## config.mk

```make
export PLATFORM = sky130hd
export DESIGN_NAME = tri_port_exchanger
export DESIGN_NICKNAME = d
export VERILOG_FILES = /design/src/rtl/ube_pkg.sv /design/src/rtl/ube_cell.sv /design/src/rtl/ube_route.sv /design/src/rtl/tri_port_exchanger.sv
export SDC_FILE = /design/constraint.sdc
export NUM_CORES = 1
export LEC_CHECK = 0
export ABC_AREA = 1
export ABC_CLOCK_PERIOD_IN_PS = 1800
export BUFFER_PORTS_ARGS = -buffer_cell sky130_fd_sc_hd__buf_2
export CAP_MARGIN = 20
export CORE_MARGIN = 10
export CORE_UTILIZATION = 35
export DETAILED_ROUTE_END_ITERATION = 8
export GPL_ROUTABILITY_DRIVEN = 0
export GPL_TIMING_DRIVEN = 1
export PLACE_DENSITY = 0.67
export SYNTH_ARGS = -nofsm -noshare
export SYNTH_HDL_FRONTEND = slang
export SYNTH_SLANG_ARGS = --single-unit
```

## constraint.sdc

```tcl
create_clock -name clk -period 1.8 [get_ports clk]
set_input_delay 0.18 -clock clk [delete_from_list [all_inputs] [get_ports clk]]
set_output_delay 0.18 -clock clk [all_outputs]
set_load 0.02 [all_outputs]
```

## src/rtl/ube_pkg.sv

```systemverilog
package ube_pkg;
  localparam int NPORT = 3;

  // Source port chosen by port p: the lower-numbered other port on sel=0,
  // the higher-numbered other port on sel=1.
  function automatic int src_of(input int p, input logic sel);
    int lo;
    int hi;
    lo = (p == 0) ? 1 : 0;
    hi = (p == NPORT - 1) ? NPORT - 2 : NPORT - 1;
    return sel ? hi : lo;
  endfunction
endpackage

```

## src/rtl/ube_cell.sv

```systemverilog
module ube_cell #(
  parameter int W = 16
) (
  input  logic         clk,
  input  logic         rst,
  input  logic [W-1:0] din,
  input  logic         le,
  input  logic         pclk,
  input  logic         ce_n,
  output logic [W-1:0] val
);
  logic [W-1:0] q;
  logic         pclk_d;
  logic         rise;

  assign rise = pclk & ~pclk_d;

  always_ff @(posedge clk) begin
    if (rst) begin
      q      <= '0;
      pclk_d <= 1'b1;
    end else begin
      pclk_d <= pclk;
      if (le)
        q <= din;
      else if (!ce_n && rise)
        q <= din;
    end
  end

  // bypass around the register while open
  assign val = le ? din : q;

  // cleared by reset
  p_clear_r1: assert property (@(posedge clk) rst |=> (q == '0));

  // while open the register follows the input, so it holds the last open value
  p_follow_r3: assert property (@(posedge clk) disable iff (rst)
    le |=> (q == $past(din)));

  // gated rising strobe captures
  p_capture_r4: assert property (@(posedge clk) disable iff (rst)
    (!le && !ce_n && pclk && !pclk_d) |=> (q == $past(din)));

  // steady strobe keeps the word
  p_hold_r5: assert property (@(posedge clk) disable iff (rst)
    (!le && (pclk == pclk_d)) |=> $stable(q));

  // closed clock gate ignores edges
  p_ignore_r6: assert property (@(posedge clk) disable iff (rst)
    (!le && ce_n) |=> $stable(q));
endmodule

```

## src/rtl/ube_route.sv

```systemverilog
module ube_route
  import ube_pkg::*;
#(
  parameter int W = 16
) (
  input  logic                  clk,
  input  logic                  rst,
  input  logic [NPORT-1:0][W-1:0] v,
  input  logic [NPORT-1:0]      sel,
  input  logic [NPORT-1:0]      oe_n,
  output logic [NPORT-1:0][W-1:0] dout,
  output logic [NPORT-1:0]      drive
);
  for (genvar p = 0; p < NPORT; p++) begin : g_mux
    assign dout[p] = v[src_of(p, sel[p])];
  end

  always_ff @(posedge clk) begin
    if (rst) drive <= '0;
    else     drive <= ~oe_n;
  end

  // no port drives after reset
  p_quiet_r1: assert property (@(posedge clk) rst |=> (drive == '0));

  // drive flag is the registered inverse of the enable
  p_oe_r9: assert property (@(posedge clk) disable iff (rst)
    1'b1 |=> (drive == ~$past(oe_n)));

  // a source picked by both other ports reaches both
  p_fan_r8: assert property (@(posedge clk) disable iff (rst)
    (!sel[1] && !sel[2]) |-> (dout[1] == dout[2]));
endmodule

```

## src/rtl/tri_port_exchanger.sv

```systemverilog
module tri_port_exchanger
  import ube_pkg::*;
#(
  parameter int W = 16
) (
  input  logic         clk,
  input  logic         rst,
  input  logic [W-1:0] a_din,
  output logic [W-1:0] a_dout,
  output logic         a_drive,
  input  logic         a_oe_n,
  input  logic         a_sel,
  input  logic         a_le,
  input  logic         a_pclk,
  input  logic         a_ce_n,
  input  logic [W-1:0] b_din,
  output logic [W-1:0] b_dout,
  output logic         b_drive,
  input  logic         b_oe_n,
  input  logic         b_sel,
  input  logic         b_le,
  input  logic         b_pclk,
  input  logic         b_ce_n,
  input  logic [W-1:0] c_din,
  output logic [W-1:0] c_dout,
  output logic         c_drive,
  input  logic         c_oe_n,
  input  logic         c_sel,
  input  logic         c_le,
  input  logic         c_pclk,
  input  logic         c_ce_n
);
  logic [NPORT-1:0][W-1:0] din_v;
  logic [NPORT-1:0][W-1:0] val_v;
  logic [NPORT-1:0][W-1:0] dout_v;
  logic [NPORT-1:0]        le_v, pclk_v, ce_n_v, sel_v, oe_n_v, drive_v;

  assign din_v  = {c_din, b_din, a_din};
  assign le_v   = {c_le, b_le, a_le};
  assign pclk_v = {c_pclk, b_pclk, a_pclk};
  assign ce_n_v = {c_ce_n, b_ce_n, a_ce_n};
  assign sel_v  = {c_sel, b_sel, a_sel};
  assign oe_n_v = {c_oe_n, b_oe_n, a_oe_n};

  for (genvar p = 0; p < NPORT; p++) begin : g_cell
    ube_cell #(.W(W)) i_cell (
      .clk  (clk),
      .rst  (rst),
      .din  (din_v[p]),
      .le   (le_v[p]),
      .pclk (pclk_v[p]),
      .ce_n (ce_n_v[p]),
      .val  (val_v[p])
    );
  end

  ube_route #(.W(W)) i_route (
    .clk   (clk),
    .rst   (rst),
    .v     (val_v),
    .sel   (sel_v),
    .oe_n  (oe_n_v),
    .dout  (dout_v),
    .drive (drive_v)
  );

  assign a_dout  = dout_v[0];
  assign b_dout  = dout_v[1];
  assign c_dout  = dout_v[2];
  assign a_drive = drive_v[0];
  assign b_drive = drive_v[1];
  assign c_drive = drive_v[2];
endmodule

```

Word-level counts from Yosys, hierarchy flattened
Cells that the tools add are included.
{"block": "totals", "rom_bits": 0, "input_bits": 65, "latchBits": 0, "mem_bits_rw": 0, "reg_bits": 54, "n_memories": 0}
{"block": "classes", "magnitude_cmp": 3, "bitwise": 7, "n_mul": 0, "shifts": 0, "n_reduce_logical": 9, "mux": 21, "add_sub_neg": 0, "n_eq_ne": 0, "div_mod_pow": 0}
{"op": "2-to-1 mux 16 bit", "count": 15}
{"op": "binary-select mux 16 bit (select 2 bit)", "count": 3}
{"op": "< comparator 32 x 4 -> 1 bit (second input constant)", "count": 3}
{"op": "nonzero test 2 bit", "count": 3}
{"op": "2-to-1 mux 2 bit", "count": 2}
{"op": "AND 1 bit", "count": 3}
{"op": "logical AND 1 bit", "count": 3}
{"op": "logical NOT 1 bit", "count": 3}
{"op": "inverter 1 bit", "count": 3}
{"op": "inverter 3 bit", "count": 1}
{"op": "2-to-1 mux 1 bit", "count": 1}

Depth between registers and ports, before layout
{"block": "logic_depth", "word_depth": 5, "ltp_mapped": 7, "ltp_nobuf": 5}

By module
A second synthesis with hierarchy kept.
{"block": "unflattened", "cells_unflattened": 600, "area_unflattened_um2": 3479.6}
{"module": "ube_cell", "cells_each": 146, "seq_area_each_um2": 340.3, "area_each_um2": 902.1, "instances": 3}
{"module": "ube_route", "cells_each": 162, "seq_area_each_um2": 60.1, "area_each_um2": 773.2, "instances": 1}

Worst setup path after synthesis
OpenSTA, ideal clock, no wires.
{"block": "synth_timing", "path_type": "in2out", "startpoint": "input b_le", "endpoint": "output a_dout[13]", "t_arrival_ns": 1.062, "path_stages": 6, "path_slack_ns": 0.558, "path_buffers": 2, "cell_sequence": "buf_6 inv_2 buf_6 nand2_1 o21ai_0 o21ai_0"}
{"block": "synth_between", "elab_chain_cells": 4}
{"element": "from (decl)", "line_no": "tri_port_exchanger.sv:21", "rtl": "input logic b_le,"}
{"element": "2-to-1 mux 16 bit", "line_no": "ube_cell.sv:32", "rtl": "assign val = le ? din : q;"}
{"element": "binary-select mux 16 bit (select 2 bit)", "line_no": "ube_route.sv:15", "rtl": "assign dout[p] = v[src_of(p, sel[p])];"}
{"element": "2-to-1 mux 16 bit (not written as such) (2 in series)", "line_no": "ube_route.sv:15"}
{"element": "to (decl)", "line_no": "tri_port_exchanger.sv:9", "rtl": "output logic [W-1:0] a_dout,"}
Every way passes these cells. The select of a mux whose other input is x is not followed.

Worst setup path after layout
{"block": "layout_timing", "startpoint": "register g_cell[1].i_cell.q[7]", "endpoint": "output c_dout[7]"}
{"block": "layout_between", "elab_chain_cells": 4}
{"element": "from (decl)", "line_no": "ube_cell.sv:12", "rtl": "logic [W-1:0] q;"}
{"element": "from (signal assigned)", "line_no": "ube_cell.sv:25", "rtl": "q <= din;"}
{"element": "from (signal assigned)", "line_no": "ube_cell.sv:27", "rtl": "q <= din;"}
{"element": "2-to-1 mux 16 bit", "line_no": "ube_cell.sv:32"}
{"element": "binary-select mux 16 bit (select 2 bit)", "line_no": "ube_route.sv:15"}
{"element": "2-to-1 mux 16 bit (not written as such) (2 in series)", "line_no": "ube_route.sv:15"}
{"element": "to (decl)", "line_no": "tri_port_exchanger.sv:25", "rtl": "output logic [W-1:0] c_dout,"}
Every way passes these cells. The select of a mux whose other input is x is not followed.

==> metrics.yaml <==
run_status:
  status: "finished clean"
synth:
  largest_family_of_logic_cells_by_synthesized_area: "simple AND/OR/NAND/NOR gates"
  synthesis.nets: 623
  netlist_top_cells_area: "sky130_fd_sc_hd__dfxtp_1, sky130_fd_sc_hd__nand2_1, sky130_fd_sc_hd__o21ai_0"
  synth-compound-area-share: 0.192
  yosys_register_bits: 54
  post_synth.cell_area_avg_um2: 5.98
  synth-simple-area-share: 0.334
  yosys.area.top_type: "sky130_fd_sc_hd__dfxtp_1"
  yosysWarningCount: 0
  synth.yosys.seq_area_share: 0.324
  synth_xor_area_frac: 0
  synth_area_mm2: 0.00333
  post_synth_inst_count: 558
  synth.cells.most_frequent: "sky130_fd_sc_hd__nand2_1, sky130_fd_sc_hd__o21ai_0, sky130_fd_sc_hd__inv_1"
  yosys.cell_count.top_type: "sky130_fd_sc_hd__nand2_1"
  ys_types: 18
  synth_flop_cell: "sky130_fd_sc_hd__dfxtp_1"
  synth_top_area_frac: 0.324
  multiplexer_fraction_of_the_synthesized_cell_area: 0.00901
  synth-adder-area-share: 0
  synth-edff-count: 0
  asyncSetResetFlopFracSynth: 0
power_and_ir_drop:
  power_frac_comb: 0.309
  worst_ir_drop_vdd_mv: 0.369
  power.share.clock: 0.246
  share_seq_of_total_power: 0.445
  switching_part_of_the_total_power: 0.350
  cell_internal_pwr_mw: 1.90
  p_sw_mw: 1.02
  pwr_density_cell_mw_per_mm2: 726
  cellLeakagePower_nw: 2.13
placement:
  dp.final_hpwl_mm: 8.64
  detailed_place.area_mm2: 0.00392
  port_buffers: 115
clock_network:
  cts-buffers-inserted: 5
  post_cts_resize_count: 0
  maximum_level_of_the_cts_h_tree: 2
  insertion_delay_ps: 310
  cts_buffer_depth: 2
  cts.sinks: 54
  clock_tree.root_cell: "sky130_fd_sc_hd__clkbuf_8"
  path_clk_slew_ps: 100
  cts_tree: "done"
  post_cts.repair.setup_buffers: 0
setup_path:
  timing.reg2reg.worst_path_depth: 6
  crit_slowest_cell: "sky130_fd_sc_hd__dfxtp_1"
  worst_setup_path_startpoint: "g_cell[1].i_cell.q[7]$_SDFFE_PP0P_"
  reg_to_reg_startpoint: "g_cell[2].i_cell.pclk_d$_SDFF_PP1_"
  max_stage_delay_ps: 320
  worst_endpoint_data_arrival_time_ps: 1460
  crit_path_cell_trace: "inv_1 -> o21ai_0 -> buf_4 -> nand2_1 -> o21ai_0 -> buf_2"
  terminus_of_the_critical_flop_to_flop_path: "g_cell[2].i_cell.q[15]$_SDFFE_PP0P_"
  setup.worst_path.class: "reg2out"
  worstSetupStartpointType: "register"
  crit_buf_inv: 3
  ff2ff_setup_slack_ps: 680
  critPathTopFamily: "buffers and inverters"
  critical_path_cell_count: 6
  cp-end-kind: "output pin"
  worst_setup_path_endpoint: "c_dout[7]"
  critical_path_required_ps: 1620
  timing.critical_path.mode_cell: "sky130_fd_sc_hd__o21ai_0"
  critPathMaxFanout: 2
timing:
  grt_setup_unrepaired: "false"
  timing.slew.headroom: 0.625
  final-hold-violation-count: 0
  timing.final.setup_violations: 0
  max_freq_ghz: 0.611
  tightestPinTransition_ps: 556
  timing.final.crit_share: 0.909
  timing.setup.tns_ps: 0
  report.final.slew_viol_count: 0
  finalWorstPathRequiredPeriod_ps: 1640
  clock_skew_ps: 5.50
routing:
  detail_route.first_pass.iterations: 5
  avgViaCountPerCell: 4.80
  route.detailed.wl_per_inst_um: 14.2
  route.antenna.remaining_nets: 0
  drcViolationCount: 0
  first_iter_violations: 293
  routed_vias: 3757
  drt-total-wl_mm: 11.1
cells_and_area:
  layout-drive-gt1-share: 0.222
  multiInputGateArea_mm2: 0.00178
  finalInstanceArea_mm2: 0.00402
  seqCellArea_mm2: 0.00108
  flow.area_growth_from_synthesis_pct: 20.7
  fillCellCount: 1028
  design.final.nets: 717
die:
  row_count: 35
  floorplan.io_pins: 116
  die_h_um: 118
  die_width_um: 118
  core_area_mm2: 0.00924
  dieArea_mm2: 0.0138
  floorplan.initialDensity: 0.361
global_routing:
  overflow: 0
  maximum_number_of_pins_on_one_net_before_global_route_repair: 49
  total_global_routing_track_utilization: 0.156
  wire_length_of_the_first_global_routing_pass_mm: 18.0
  number_of_global_route_vias_before_repair: 3520
  antenna_found_initial: 1
min_path:
  worstHoldPathType: "in2reg"
  holdCritStartpoint: "a_oe_n"
flow_run:
  drv_cap: 0
state kept, by name (all words and copies together), names as in the netlist:
name,flops
g_cell.i_cell.q,48
g_cell.i_cell.pclk_d,3
i_route.drive,3
kinds of logic after synthesis:
| group | count (synthesis) |
|---|---|
| flops | 54 |
| compound gates | 128 |
| mux | 3 |
| buf+inv | 101 |
| simple gates | 272 |
layout make-up:
| class | instances | share of cell area |
|---|---|---|
| Antenna cell | 1 | 0.000622 |
| Clock buffer | 7 | 0.0215 |
| Clock inverter | 1 | 0.00124 |
| Inverter | 59 | 0.0550 |
| Multi-Input combinational cell | 403 | 0.443 |
| Sequential cell | 54 | 0.269 |
| Tap cell | 129 | 0.0401 |
| Timing Repair Buffer | 129 | 0.170 |
power by group through the flow:
stage,logic (mW),registers (mW),clock network [mW]
CTS,0.910,1.30,0.739
global route,1.02,1.31,0.790
finish,0.903,1.30,0.718
detailed placement,0.906,1.33,0
global placement,0.888,1.33,0
floorplan,0.597,1.33,0
through the flow:
| stage | setup slack (ps) | std cells | hold WS, ps | util | power, mW |
|---|---|---|---|---|---|
| 5_1_grt | 31.2 | 783 | 0.206 | 0.435 | 3.12 |
| 6_report | 164 | 783 | 10.8 | 0.435 | 2.92 |
| 4_1_cts | 151 | 782 | 1.17 | 0.435 | 2.95 |
| 2_1_floorplan | 558 | 558 | 247 | - | 1.93 |
| 3_5_place_dp | 299 | 773 | 339 | 0.424 | 2.24 |
| 3_3_place_gp | 337 | 773 | 341 | 0.424 | 2.22 |
routing by layer:
layer / GRT usage / part of all wire
met1: 0.198 / 0.45
met2: 0.254 / 0.45
met3: 0.0355 / 0.064
met4: 0.0495 / 0.028
met5: 0 / 0
how the worst min path moves through the flow:
stage | endpoint | slack [ps] | cells past startpoint
after floorplan | i_route.drive[0]$_SDFF_PP0_ | 250 | 1
after global placement | i_route.drive[0]$_SDFF_PP0_ | 340 | 2
after detailed placement | i_route.drive[1]$_SDFF_PP0_ | 340 | 2
after CTS | i_route.drive[0]$_SDFF_PP0_ | 1 | 2
after global routing | i_route.drive[0]$_SDFF_PP0_ | 0.2 | 2
final | i_route.drive[0]$_SDFF_PP0_ | 10 | 2
what timing repair did:
| action | CTS | global route |
|---|---|---|
| endpoints found under the setup margin | 0 | 0 |
| hold endpoints to repair | 1 | 0 |
| hold buffers | 1 | 0 |
worst register-to-register path: stages, from the launching register on:
cell and delay, ps:
sky130_fd_sc_hd__dfxtp_1 320, sky130_fd_sc_hd__inv_1 30, sky130_fd_sc_hd__nand3_1 90, sky130_fd_sc_hd__buf_4 330
sky130_fd_sc_hd__nand3_1 140, sky130_fd_sc_hd__nand2_1 80, sky130_fd_sc_hd__nor2_1 40
cell usage in the layout (no fill, tap or decap):
cell	n
sky130_fd_sc_hd__a21oi_1	48
sky130_fd_sc_hd__buf_2	115
sky130_fd_sc_hd__buf_4	13
sky130_fd_sc_hd__clkbuf_1	1
sky130_fd_sc_hd__clkbuf_8	6
sky130_fd_sc_hd__clkinv_2	1
sky130_fd_sc_hd__dfxtp_1	54
sky130_fd_sc_hd__diode_2	1
sky130_fd_sc_hd__dlygate4sd3_1	1
sky130_fd_sc_hd__inv_1	56
sky130_fd_sc_hd__inv_2	3
sky130_fd_sc_hd__mux2i_1	3
sky130_fd_sc_hd__nand2_1	167
sky130_fd_sc_hd__nand3_1	47
sky130_fd_sc_hd__nand3_2	4
sky130_fd_sc_hd__nor2_1	51
sky130_fd_sc_hd__o21ai_0	75
sky130_fd_sc_hd__o21ai_1	5
sky130_fd_sc_hd__or2_2	3
No activity file was read; power rests on OpenSTA's default activity.
